## src/rtl/spi_rb_pkg.sv

```systemverilog
package spi_rb_pkg;
  localparam int EN_W = 5;
  localparam logic [EN_W-1:0] EN_PATTERN = 5'b11100;

  typedef enum logic [1:0] {
    PH_CMD    = 2'd0,
    PH_WRITE  = 2'd1,
    PH_READ   = 2'd2,
    PH_IGNORE = 2'd3
  } phase_e;
endpackage

```

## src/rtl/spi_rb_sync.sv

```systemverilog
module spi_rb_sync #(
  parameter int           W       = 1,
  parameter int           STAGES  = 2,
  parameter logic [W-1:0] RST_VAL = '0
) (
  input  logic         clk,
  input  logic         rst_n,
  input  logic [W-1:0] d,
  output logic [W-1:0] q
);
  logic [W-1:0] stg [STAGES];

  for (genvar s = 0; s < STAGES; s++) begin : g_stage
    if (s == 0) begin : g_first
      always_ff @(posedge clk or negedge rst_n) begin
        if (!rst_n) stg[0] <= RST_VAL;
        else        stg[0] <= d;
      end
    end else begin : g_next
      always_ff @(posedge clk or negedge rst_n) begin
        if (!rst_n) stg[s] <= RST_VAL;
        else        stg[s] <= stg[s-1];
      end
    end
  end

  assign q = stg[STAGES-1];
endmodule

```

## src/rtl/spi_rb_regfile.sv

```systemverilog
module spi_rb_regfile #(
  parameter int DATA_W = 16,
  parameter int ADDR_W = 10,
  parameter int NREG   = 16,
  localparam int IDX_W = $clog2(NREG)
) (
  input  logic              clk,
  input  logic              rst_n,
  input  logic              wr_en,
  input  logic [ADDR_W-1:0] wr_addr,
  input  logic [DATA_W-1:0] wr_data,
  input  logic [ADDR_W-1:0] ra_addr,
  output logic [DATA_W-1:0] ra_data,
  input  logic [IDX_W-1:0]  rb_idx,
  output logic [DATA_W-1:0] rb_data
);
  logic [DATA_W-1:0] regs [NREG];

  for (genvar i = 0; i < NREG; i++) begin : g_reg
    always_ff @(posedge clk or negedge rst_n) begin
      if (!rst_n)                                     regs[i] <= '0;
      else if (wr_en && (wr_addr == ADDR_W'(i)))      regs[i] <= wr_data;
    end
  end

  assign ra_data = (ra_addr < ADDR_W'(NREG)) ? regs[ra_addr[IDX_W-1:0]] : '0;
  assign rb_data = regs[rb_idx];

  // an accepted write to an implemented address is visible next cycle
  p_write_lands_r2: assert property (@(posedge clk) disable iff (!rst_n)
    (wr_en && (wr_addr < ADDR_W'(NREG)))
      |=> (regs[$past(wr_addr[IDX_W-1:0])] == $past(wr_data)));
endmodule

```

## src/rtl/spi_rb_engine.sv

```systemverilog
module spi_rb_engine
  import spi_rb_pkg::*;
#(
  parameter int DATA_W = 16,
  parameter int ADDR_W = 10
) (
  input  logic              clk,
  input  logic              rst_n,
  input  logic              cs_s,
  input  logic              sck_s,
  input  logic              mosi_s,
  output logic              wr_en,
  output logic [ADDR_W-1:0] ptr_o,
  output logic [DATA_W-1:0] wr_data,
  input  logic [DATA_W-1:0] rd_data,
  output logic              miso,
  output logic              miso_oe
);
  localparam int                CNT_W   = $clog2(DATA_W);
  localparam logic [CNT_W-1:0]  LAST    = CNT_W'(DATA_W - 1);
  localparam logic [ADDR_W-1:0] PTR_MAX = {ADDR_W{1'b1}};
  localparam int                RW_BIT  = ADDR_W;

  phase_e              phase;
  logic [CNT_W-1:0]    bit_cnt;
  logic [DATA_W-2:0]   shreg;
  logic [DATA_W-1:0]   out_sr;
  logic [ADDR_W-1:0]   ptr;
  logic                sck_prev, miso_q, oe_q;
  logic                sck_rise, sck_fall, word_end, cmd_ok;
  logic [DATA_W-1:0]   word_in;
  logic [ADDR_W-1:0]   ptr_next;

  assign sck_rise = sck_s & ~sck_prev;
  assign sck_fall = ~sck_s & sck_prev;
  assign word_end = (bit_cnt == LAST);
  assign word_in  = {shreg, mosi_s};
  assign cmd_ok   = (word_in[DATA_W-1 -: EN_W] == EN_PATTERN);
  assign ptr_next = (ptr == PTR_MAX) ? ptr : ptr + 1'b1;

  always_ff @(posedge clk or negedge rst_n) begin
    if (!rst_n) sck_prev <= 1'b0;
    else        sck_prev <= sck_s;
  end

  always_ff @(posedge clk or negedge rst_n) begin
    if (!rst_n) begin
      phase   <= PH_CMD;
      bit_cnt <= '0;
      shreg   <= '0;
      out_sr  <= '0;
      ptr     <= '0;
      miso_q  <= 1'b0;
      oe_q    <= 1'b0;
    end else if (cs_s) begin
      phase   <= PH_CMD;
      bit_cnt <= '0;
      oe_q    <= 1'b0;
    end else begin
      case (phase)
        PH_CMD: if (sck_rise) begin
          shreg   <= word_in[DATA_W-2:0];
          bit_cnt <= bit_cnt + 1'b1;
          if (word_end) begin
            bit_cnt <= '0;
            if (!cmd_ok) phase <= PH_IGNORE;
            else begin
              ptr   <= word_in[ADDR_W-1:0];
              phase <= word_in[RW_BIT] ? PH_READ : PH_WRITE;
            end
          end
        end
        PH_WRITE: if (sck_rise) begin
          shreg   <= word_in[DATA_W-2:0];
          bit_cnt <= bit_cnt + 1'b1;
          if (word_end) begin
            bit_cnt <= '0;
            ptr     <= ptr_next;
          end
        end
        PH_READ: if (sck_fall) begin
          oe_q    <= 1'b1;
          bit_cnt <= bit_cnt + 1'b1;
          if (bit_cnt == '0) begin
            miso_q <= rd_data[DATA_W-1];
            out_sr <= {rd_data[DATA_W-2:0], 1'b0};
          end else begin
            miso_q <= out_sr[DATA_W-1];
            out_sr <= {out_sr[DATA_W-2:0], 1'b0};
          end
          if (word_end) begin
            bit_cnt <= '0;
            ptr     <= ptr_next;
          end
        end
        default: ;
      endcase
    end
  end

  assign wr_en   = (phase == PH_WRITE) && !cs_s && sck_rise && word_end;
  assign wr_data = word_in;
  assign ptr_o   = ptr;
  assign miso    = miso_q & oe_q;
  assign miso_oe = oe_q;

  // chip select high turns the driver off by the next cycle
  p_oe_off_cs_r4: assert property (@(posedge clk) disable iff (!rst_n)
    cs_s |=> !miso_oe);
  // the driver is on only inside a read frame
  p_oe_only_read_r4: assert property (@(posedge clk) disable iff (!rst_n)
    miso_oe |-> (phase == PH_READ));
  // an ignored frame never produces a write strobe
  p_ignore_no_write_r8: assert property (@(posedge clk) disable iff (!rst_n)
    (phase == PH_IGNORE) |-> !wr_en);
  // a pointer at the top address stays there while a frame streams
  p_ptr_sat_r7: assert property (@(posedge clk) disable iff (!rst_n)
    (((phase == PH_READ) || (phase == PH_WRITE)) && (ptr == PTR_MAX))
      |=> (ptr == PTR_MAX));
  // within a data phase the pointer only moves up by exactly one
  p_ptr_step_r5: assert property (@(posedge clk) disable iff (!rst_n)
    ((phase != PH_CMD) && ($past(phase) != PH_CMD) && (ptr != $past(ptr)))
      |-> (ptr == ADDR_W'($past(ptr) + 1'b1)));
endmodule

```

## src/rtl/spi_regbank_slave.sv

```systemverilog
module spi_regbank_slave #(
  parameter int DATA_W      = 16,
  parameter int ADDR_W      = 10,
  parameter int NREG        = 16,
  parameter int SYNC_STAGES = 2
) (
  input  logic                    clk,
  input  logic                    rst_n,
  input  logic                    spi_cs_n,
  input  logic                    spi_sck,
  input  logic                    spi_mosi,
  output logic                    spi_miso,
  output logic                    spi_miso_oe,
  input  logic [$clog2(NREG)-1:0] host_rd_idx,
  output logic [DATA_W-1:0]       host_rd_data
);
  logic              cs_s, sck_s, mosi_s;
  logic              wr_en;
  logic [ADDR_W-1:0] ptr;
  logic [DATA_W-1:0] wr_data, rd_data;

  spi_rb_sync #(.W(3), .STAGES(SYNC_STAGES), .RST_VAL(3'b100)) u_sync (
    .clk   (clk),
    .rst_n (rst_n),
    .d     ({spi_cs_n, spi_sck, spi_mosi}),
    .q     ({cs_s, sck_s, mosi_s})
  );

  spi_rb_engine #(.DATA_W(DATA_W), .ADDR_W(ADDR_W)) u_engine (
    .clk     (clk),
    .rst_n   (rst_n),
    .cs_s    (cs_s),
    .sck_s   (sck_s),
    .mosi_s  (mosi_s),
    .wr_en   (wr_en),
    .ptr_o   (ptr),
    .wr_data (wr_data),
    .rd_data (rd_data),
    .miso    (spi_miso),
    .miso_oe (spi_miso_oe)
  );

  spi_rb_regfile #(.DATA_W(DATA_W), .ADDR_W(ADDR_W), .NREG(NREG)) u_regs (
    .clk     (clk),
    .rst_n   (rst_n),
    .wr_en   (wr_en),
    .wr_addr (ptr),
    .wr_data (wr_data),
    .ra_addr (ptr),
    .ra_data (rd_data),
    .rb_idx  (host_rd_idx),
    .rb_data (host_rd_data)
  );
endmodule

```

## config.mk

```make
export PLATFORM = sky130hd
export DESIGN_NAME = spi_regbank_slave
export DESIGN_NICKNAME = d
export VERILOG_FILES = /design/src/rtl/spi_rb_pkg.sv /design/src/rtl/spi_rb_sync.sv /design/src/rtl/spi_rb_regfile.sv /design/src/rtl/spi_rb_engine.sv /design/src/rtl/spi_regbank_slave.sv
export SDC_FILE = /design/constraint.sdc
export NUM_CORES = 1
export LEC_CHECK = 0
export BUFFER_PORTS_ARGS = -buffer_cell sky130_fd_sc_hd__buf_2
export CAP_MARGIN = 15
export CORE_ASPECT_RATIO = 0.5
export CORE_MARGIN = 1.5
export CORE_UTILIZATION = 43
export DETAILED_ROUTE_END_ITERATION = 10
export GPL_ROUTABILITY_DRIVEN = 1
export GPL_TIMING_DRIVEN = 1
export SLEW_MARGIN = 20
export SYNTH_ARGS = -nofsm -noshare
export SYNTH_HDL_FRONTEND = slang
export SYNTH_SLANG_ARGS = --single-unit
```

## constraint.sdc

```tcl
create_clock -name clk -period 3.25 [get_ports clk]
set_input_delay 0.1625 -clock clk [delete_from_list [all_inputs] [get_ports clk]]
set_output_delay 0.1625 -clock clk [all_outputs]
set_load 0.1 [all_outputs]
```

[Word level (Yosys, flattened, before mapping)]
Cells that the tools add are included.
Word-level totals
  flip-flop bits (word level): 312
  latch bits: 0
  bits in writable memories: 0
  ROM bits: 0
  input port bits: 9
  output and inout bits: 18
  word-level logic and storage cells: 134
  memories kept: 0
Operators by class
  $add $sub $neg: 2
  multiply operators: 0
  divide/modulo/power cells: 0
  $lt $le $gt $ge: 3
  equality and inequality tests: 27
  shift-type cells: 0
  multiplexer cells: 31
  bitwise gates (word level): 8
  reductions and logical operators: 37
Operators with widths (number)
  $bmux W16 S4: 2
  $mux W16: 6
  $eq A10 B4 Y1 const B: 8
  $mux W10: 7
  $eq A10 B3 Y1 const B: 4
  $pmux W10 S3: 1
  $eq A10 B2 Y1 const B: 2
  $logic_and A1 B1 Y1: 19
  $mux W4: 4
  $mux W2: 6
  $reduce_and A3 Y1: 4
  $add A10 B1 Y10 const B: 1
  $eq A10 B1 Y1 const B: 1
  $eq A10 B10 Y1 const B: 1
  $ge A5 B5 Y1 const B: 2
  $logic_not A10 Y1: 1
  $lt A10 B5 Y1 const B: 1
  $ne A2 B1 Y1 const B: 5
  $not A4 Y5: 2
  $reduce_bool A2 Y1: 5
  $pmux W4 S2: 1
  $reduce_and A7 Y1: 1
  $reduce_bool A3 Y1: 2
  $eq A5 B5 Y1 const B: 1
  other kinds (14): 21

[Depth between registers and ports, before layout]
  depth in word-level cells: 6
  gate-level depth with buffers: 10
  mapped depth without buffers: 8

[By module]
Synthesis repeated with hierarchy kept, for this count alone.
Second synthesis, totals
  cell total of the unflattened synthesis: 1098
  area total of the unflattened synthesis: 16203.0 um2
Modules (own cells, without submodules)
  spi_rb_regfile: times used 1, cells an instance 849, area each 13530.5 um2, sequential area each 6406.1 um2
  spi_rb_engine: times used 1, cells an instance 240, area each 2497.4 um2, sequential area each 1226.2 um2
  spi_rb_sync: times used 1, cells an instance 9, area each 175.2 um2, sequential area each 152.6 um2

[Worst setup path after synthesis]
OpenSTA, ideal clock, no wires.
  path type: input to output
  start point: input host_rd_idx[0]
  end point: output host_rd_data[0]
  arrival: 2.216 ns
  slack: 0.872 ns
  stages on the path: 4
  path buffers: 2
  cell sequence: buf_2 buf_1 mux4_2 mux4_2
On the way
  longest elaborated chain between the ends: 4
RTL lines
  start: declaration: line spi_regbank_slave.sv:14  | input logic [$clog2(NREG)-1:0] host_rd_idx,
  $not A4 Y5 (not written as such): line spi_rb_regfile.sv:27  | assign rb_data = regs[rb_idx];
  $bmux W16 S4: line spi_rb_regfile.sv:27
  $mux W16 (not written as such) (2 in a row): line spi_rb_regfile.sv:27
  end: declaration: line spi_regbank_slave.sv:15  | output logic [DATA_W-1:0] host_rd_data
No other way between the ends. The select of a mux whose other input is x is not followed.

[Worst setup path in the final report]
  start point: register u_engine.phase[1]
  end point: register u_engine.ptr[4], in the netlist u_engine.ptr_o[4]
On the way
  longest elaborated chain between the ends: 3
  elaborated cells on any way between the ends: 11
RTL lines
  start: declaration: line spi_rb_engine.sv:24  | phase_e phase;
  start signal: assignment: line spi_rb_engine.sv:69  | phase <= word_in[RW_BIT] ? PH_READ : PH_WRITE;
  $eq A2 B1 Y1, or another cell as far along: line spi_rb_engine.sv:60  | case (phase)
  $ne A2 B1 Y1 (no source line) / $reduce_bool A3 Y1 (equally long branches)
  $reduce_and A7 Y1 (no source line)
  end signal: assignment: line spi_rb_engine.sv:68  | ptr <= word_in[ADDR_W-1:0];
  end signal: assignment: line spi_rb_engine.sv:78  | ptr <= ptr_next;
  end signal: assignment: line spi_rb_engine.sv:93  | ptr <= ptr_next;
  end: declaration: line spi_rb_engine.sv:28  | logic [ADDR_W-1:0] ptr;
Several ways; a longest one is shown, not always the timed one.
A chain may end at the register's enable or synchronous reset.

==> impl_results.md <==
- First-pass GRT wire length: between 60,000 and 70,000 um
- Clock root buffer: clkbuf_16
- Ant diodes: 0
- Tightest Hold Check Type: in -> async
- WL final: ~45,000 um
- Placed insts: roughly 1,600
- DRT antenna net count: 0
- GRT Util Overall: between 20% and 30%
- Core box area: ~38,000 sq um
- Outcome: finished, final reports clean
- Startpoint types: flop
- Power per cell area: 442 nW/um^2
- Distinct cells, synth: 52
- Synth top area share: a little under half
- Std-Cell Rows: 50
- Avg WL per Cell: 27.9 um
- Post-Synthesis Cell Area: approximately 17,000 sq um
- Die W: ~280 um
- Total grt overflow: 0
- Clk pwr share: between 40% and 50%
- Bufs on Longest Clock Path: 3
- DR vias: approximately 10,000
- Maximum Capacitance Violations: 0
- Ys async rst share: between 90% and 100%
- Vias in the first global route: 10,500
- Post-Syn Nets: approximately 1,100
- Hpwl dp: roughly 27,000 um
- Cts bufs inserted: 31
- # DRC: 0
- Hold slack: ~0.21 ns
- Sequential fraction of the synthesis area: between 40% and 50%
- Clk sinks: 311
- CP Capture Type: flop
- Synthesized area per cell: around 15 sq um
- Die height: between 100 and 150 um
- Clock-pin slew on the worst setup and hold paths: approximately 0.060 ns
- R2R Path Start: u_engine.phase[1]$_DFFE_PN0P_
- Sw Share: ~25%
- Worst VDD drop: between 0.0003 and 0.0004 V
- Number of detailed-route iterations in the first pass: 5
- Final Slew Violations: 0
- Full die area: 39,900 sq um
- Setup CP Type: reg -> reg
- P_sw: roughly 2.0 mW
- Tmin final: about 2.8 ns
- Actual slew at the worst max-slew pin: approximately 0.95 ns
- Fin. Hold Viols: 0
- Vias/cell: between 6 and 7
- #FFs+latches synth: about 310
- Top cells by area, synth: dfrtp_1 (47%), mux4_2 (20%), mux2_2 (9.4%)
- Clk_lat worst skew: between 0.5 and 0.6 ns
- Crit path max fanout: 19
- Internal Power: between 6 and 7 mW
- Nets@finish: between 1,000 and 1,500
- Initial cell density of the core: around 44%
- R2r setup slk: between 0.4 and 0.5 ns
- Area leader, netlist: dfrtp_1
- Initial drt markers: roughly 1,000
- Critical Path AT: roughly 3.3 ns
- Top_reg_cell synth: dfrtp_1
- Final non-filler cell total: between 1,500 and 2,000
- Setup_tns: 0 ns
- Yosys Warn Count: 0
- Critical R2R Capture: u_engine.ptr_o[4]$_DFFE_PN0P_
- Skew final: 0.0100 ns
- Setup violators final: 0
- Worst Reg-to-Reg Cells: 9
- Leakage Power: 8.52 nW
- Design Power: 8.06 mW
- I/O pins: 27
- Number of flops mapped to enable cells by yosys: 0
- H-tree levels: 1
- Cells after Synth: 1,088
- Period utilization: 86.8%
- Data required, critical path: 3.69 ns
- Initial antenna violation count: 0
- Largest net degree at the start of global routing: between 90 and 100
- Reg power frac: between 50 and 60%
- Gpl congestion: between 0.8 and 0.9
- Combinational cell fraction of total power: under 10%
- CTS tree: done
- FMAX: 354 MHz
- Unrepaired setup endpoints after global routing: no
- Slew margin rel.: a little under two fifths
- Area growth syn-to-layout: 9.84%
- Share of cells above drive strength 1: 46.4%
- I/O Buffers: 26
[worst max path at each step]
stage,cells past startpoint,start,end,slack [ns]
2_1_floorplan,4,host_rd_idx[0],host_rd_data[0],0.87
3_3_place_gp,9,u_engine.phase[1]$_DFFE_PN0P_,u_engine.ptr_o[4]$_DFFE_PN0P_,0.64
3_5_place_dp,9,u_engine.phase[1]$_DFFE_PN0P_,u_engine.ptr_o[4]$_DFFE_PN0P_,0.51
4_1_cts,9,u_engine.phase[1]$_DFFE_PN0P_,u_engine.ptr_o[4]$_DFFE_PN0P_,0.47
5_1_grt,9,u_engine.phase[1]$_DFFE_PN0P_,u_engine.ptr_o[4]$_DFFE_PN0P_,0.31
6_report,9,u_engine.phase[1]$_DFFE_PN0P_,u_engine.ptr_o[4]$_DFFE_PN0P_,0.43
[cell families (layout without fill, tap and decap cells)]
family / Yosys count / after routing / share of synthesized area [%]
buffers and inverters: 118 / 128 / 3.61
AND/OR/NAND/NOR: 152 / 152 / 5.33
AO/OA/AOI/OAI: 76 / 76 / 3.16
XOR/XNOR: 1 / 1 / 0.0527
multiplexers: 420 / 420 / 40.2
flip-flops: 311 / 311 / 46.9
adder cells (fa/ha/maj): 10 / 10 / 0.753
[placed cells by master (no fill, tap or decap), types with 8 or more instances in the layout]
| master | count |
|---|---|
| a31oi_1 | 16 |
| buf_2 | 24 |
| clkbuf_1 | 8 |
| mux2_2 | 138 |
| clkbuf_16 | 31 |
| mux2_4 | 90 |
| nand2_1 | 52 |
| buf_4 | 28 |
| ha_1 | 10 |
| a21oi_1 | 10 |
| nand2_4 | 9 |
| and2_1 | 8 |
| a22oi_1 | 30 |
| inv_1 | 13 |
| mux4_2 | 144 |
| mux2_1 | 43 |
| dfrtp_1 | 307 |
| nor2_1 | 30 |
| buf_12 | 9 |
[Yosys cell counts, drive strengths merged (3+ instances only)]
library cell	number
dfrtp	309
mux2	271
mux4	144
nand2	62
buf	53
clkbuf	52
nor2	34
a22oi	30
a31oi	16
inv	13
nand3	11
a21oi	10
ha	10
o21ai	9
and2	8
mux2i	5
nor3	5
nor4	5
o221a	5
and3	4
nand3b	4
nand4	4
nor3b	3
[routing by layer]
layer / vias up / GRT usage (%) / share of wire (%)
met5: - / 0 / 0
met4: 0 / 4.72 / 1.8
met3: 67 / 4.60 / 6.7
met2: 346 / 36.6 / 46
met1: 5450 / 34.1 / 46
li1: 4129 / - / -
[critical path: stages, from the launching register on]
cell      delay (ns)
dfrtp_1         0.45
inv_1           0.12
ha_1            0.52
and4_1          0.26
nand4_1         0.09
o211ai_1        0.25
nor2_1          0.43
buf_4           0.27
mux2i_1         0.20
nand3_1         0.10
[metrics by stage]
stage,util (%),worst slack [ns],area [sq um]
final,48.4,0.427,18200
after global routing,48.4,0.313,18200
after CTS,48.4,0.473,18200
after detailed placement,45.7,0.508,17300
after global placement,45.7,0.638,17300
after floorplan,-,0.872,16600
[state kept, by name, indices dropped and copies added (netlist names), 2 cells and up]
name and flops:
u_regs.regs 256, u_engine.out_sr 15, u_engine.shreg 15, u_engine.ptr_o 10, u_engine.bit_cnt 4, u_sync.q 3, u_sync.stg 3, u_engine.phase 2
[power groups by stage]
| stage | registers (mW) | logic [mW] | clock network (mW) |
|---|---|---|---|
| finish | 4.23 | 0.321 | 3.51 |
| floorplan | 4.01 | 0.357 | 0 |
| global route | 4.25 | 0.353 | 3.74 |
| CTS | 4.23 | 0.329 | 3.58 |
| detailed placement | 4.30 | 0.323 | 0 |
| global placement | 4.29 | 0.318 | 0 |
[what timing repair did]
item                                   CTS  global route
hold buffers                             4             0
resized for setup                        0             0
endpoints found under the hold margin   93             0
setup buffers                            0             0
[final cells by class]
class	count	area, sq um
inverters	13	48.8
repair buffers	66	566
well taps	520	651
clock inverters	8	115
flip-flops and latches	311	7790
clock buffers	41	833
multi-input cells	659	8240
fillers	3176	19500
(Power assumes the default switching activity.)
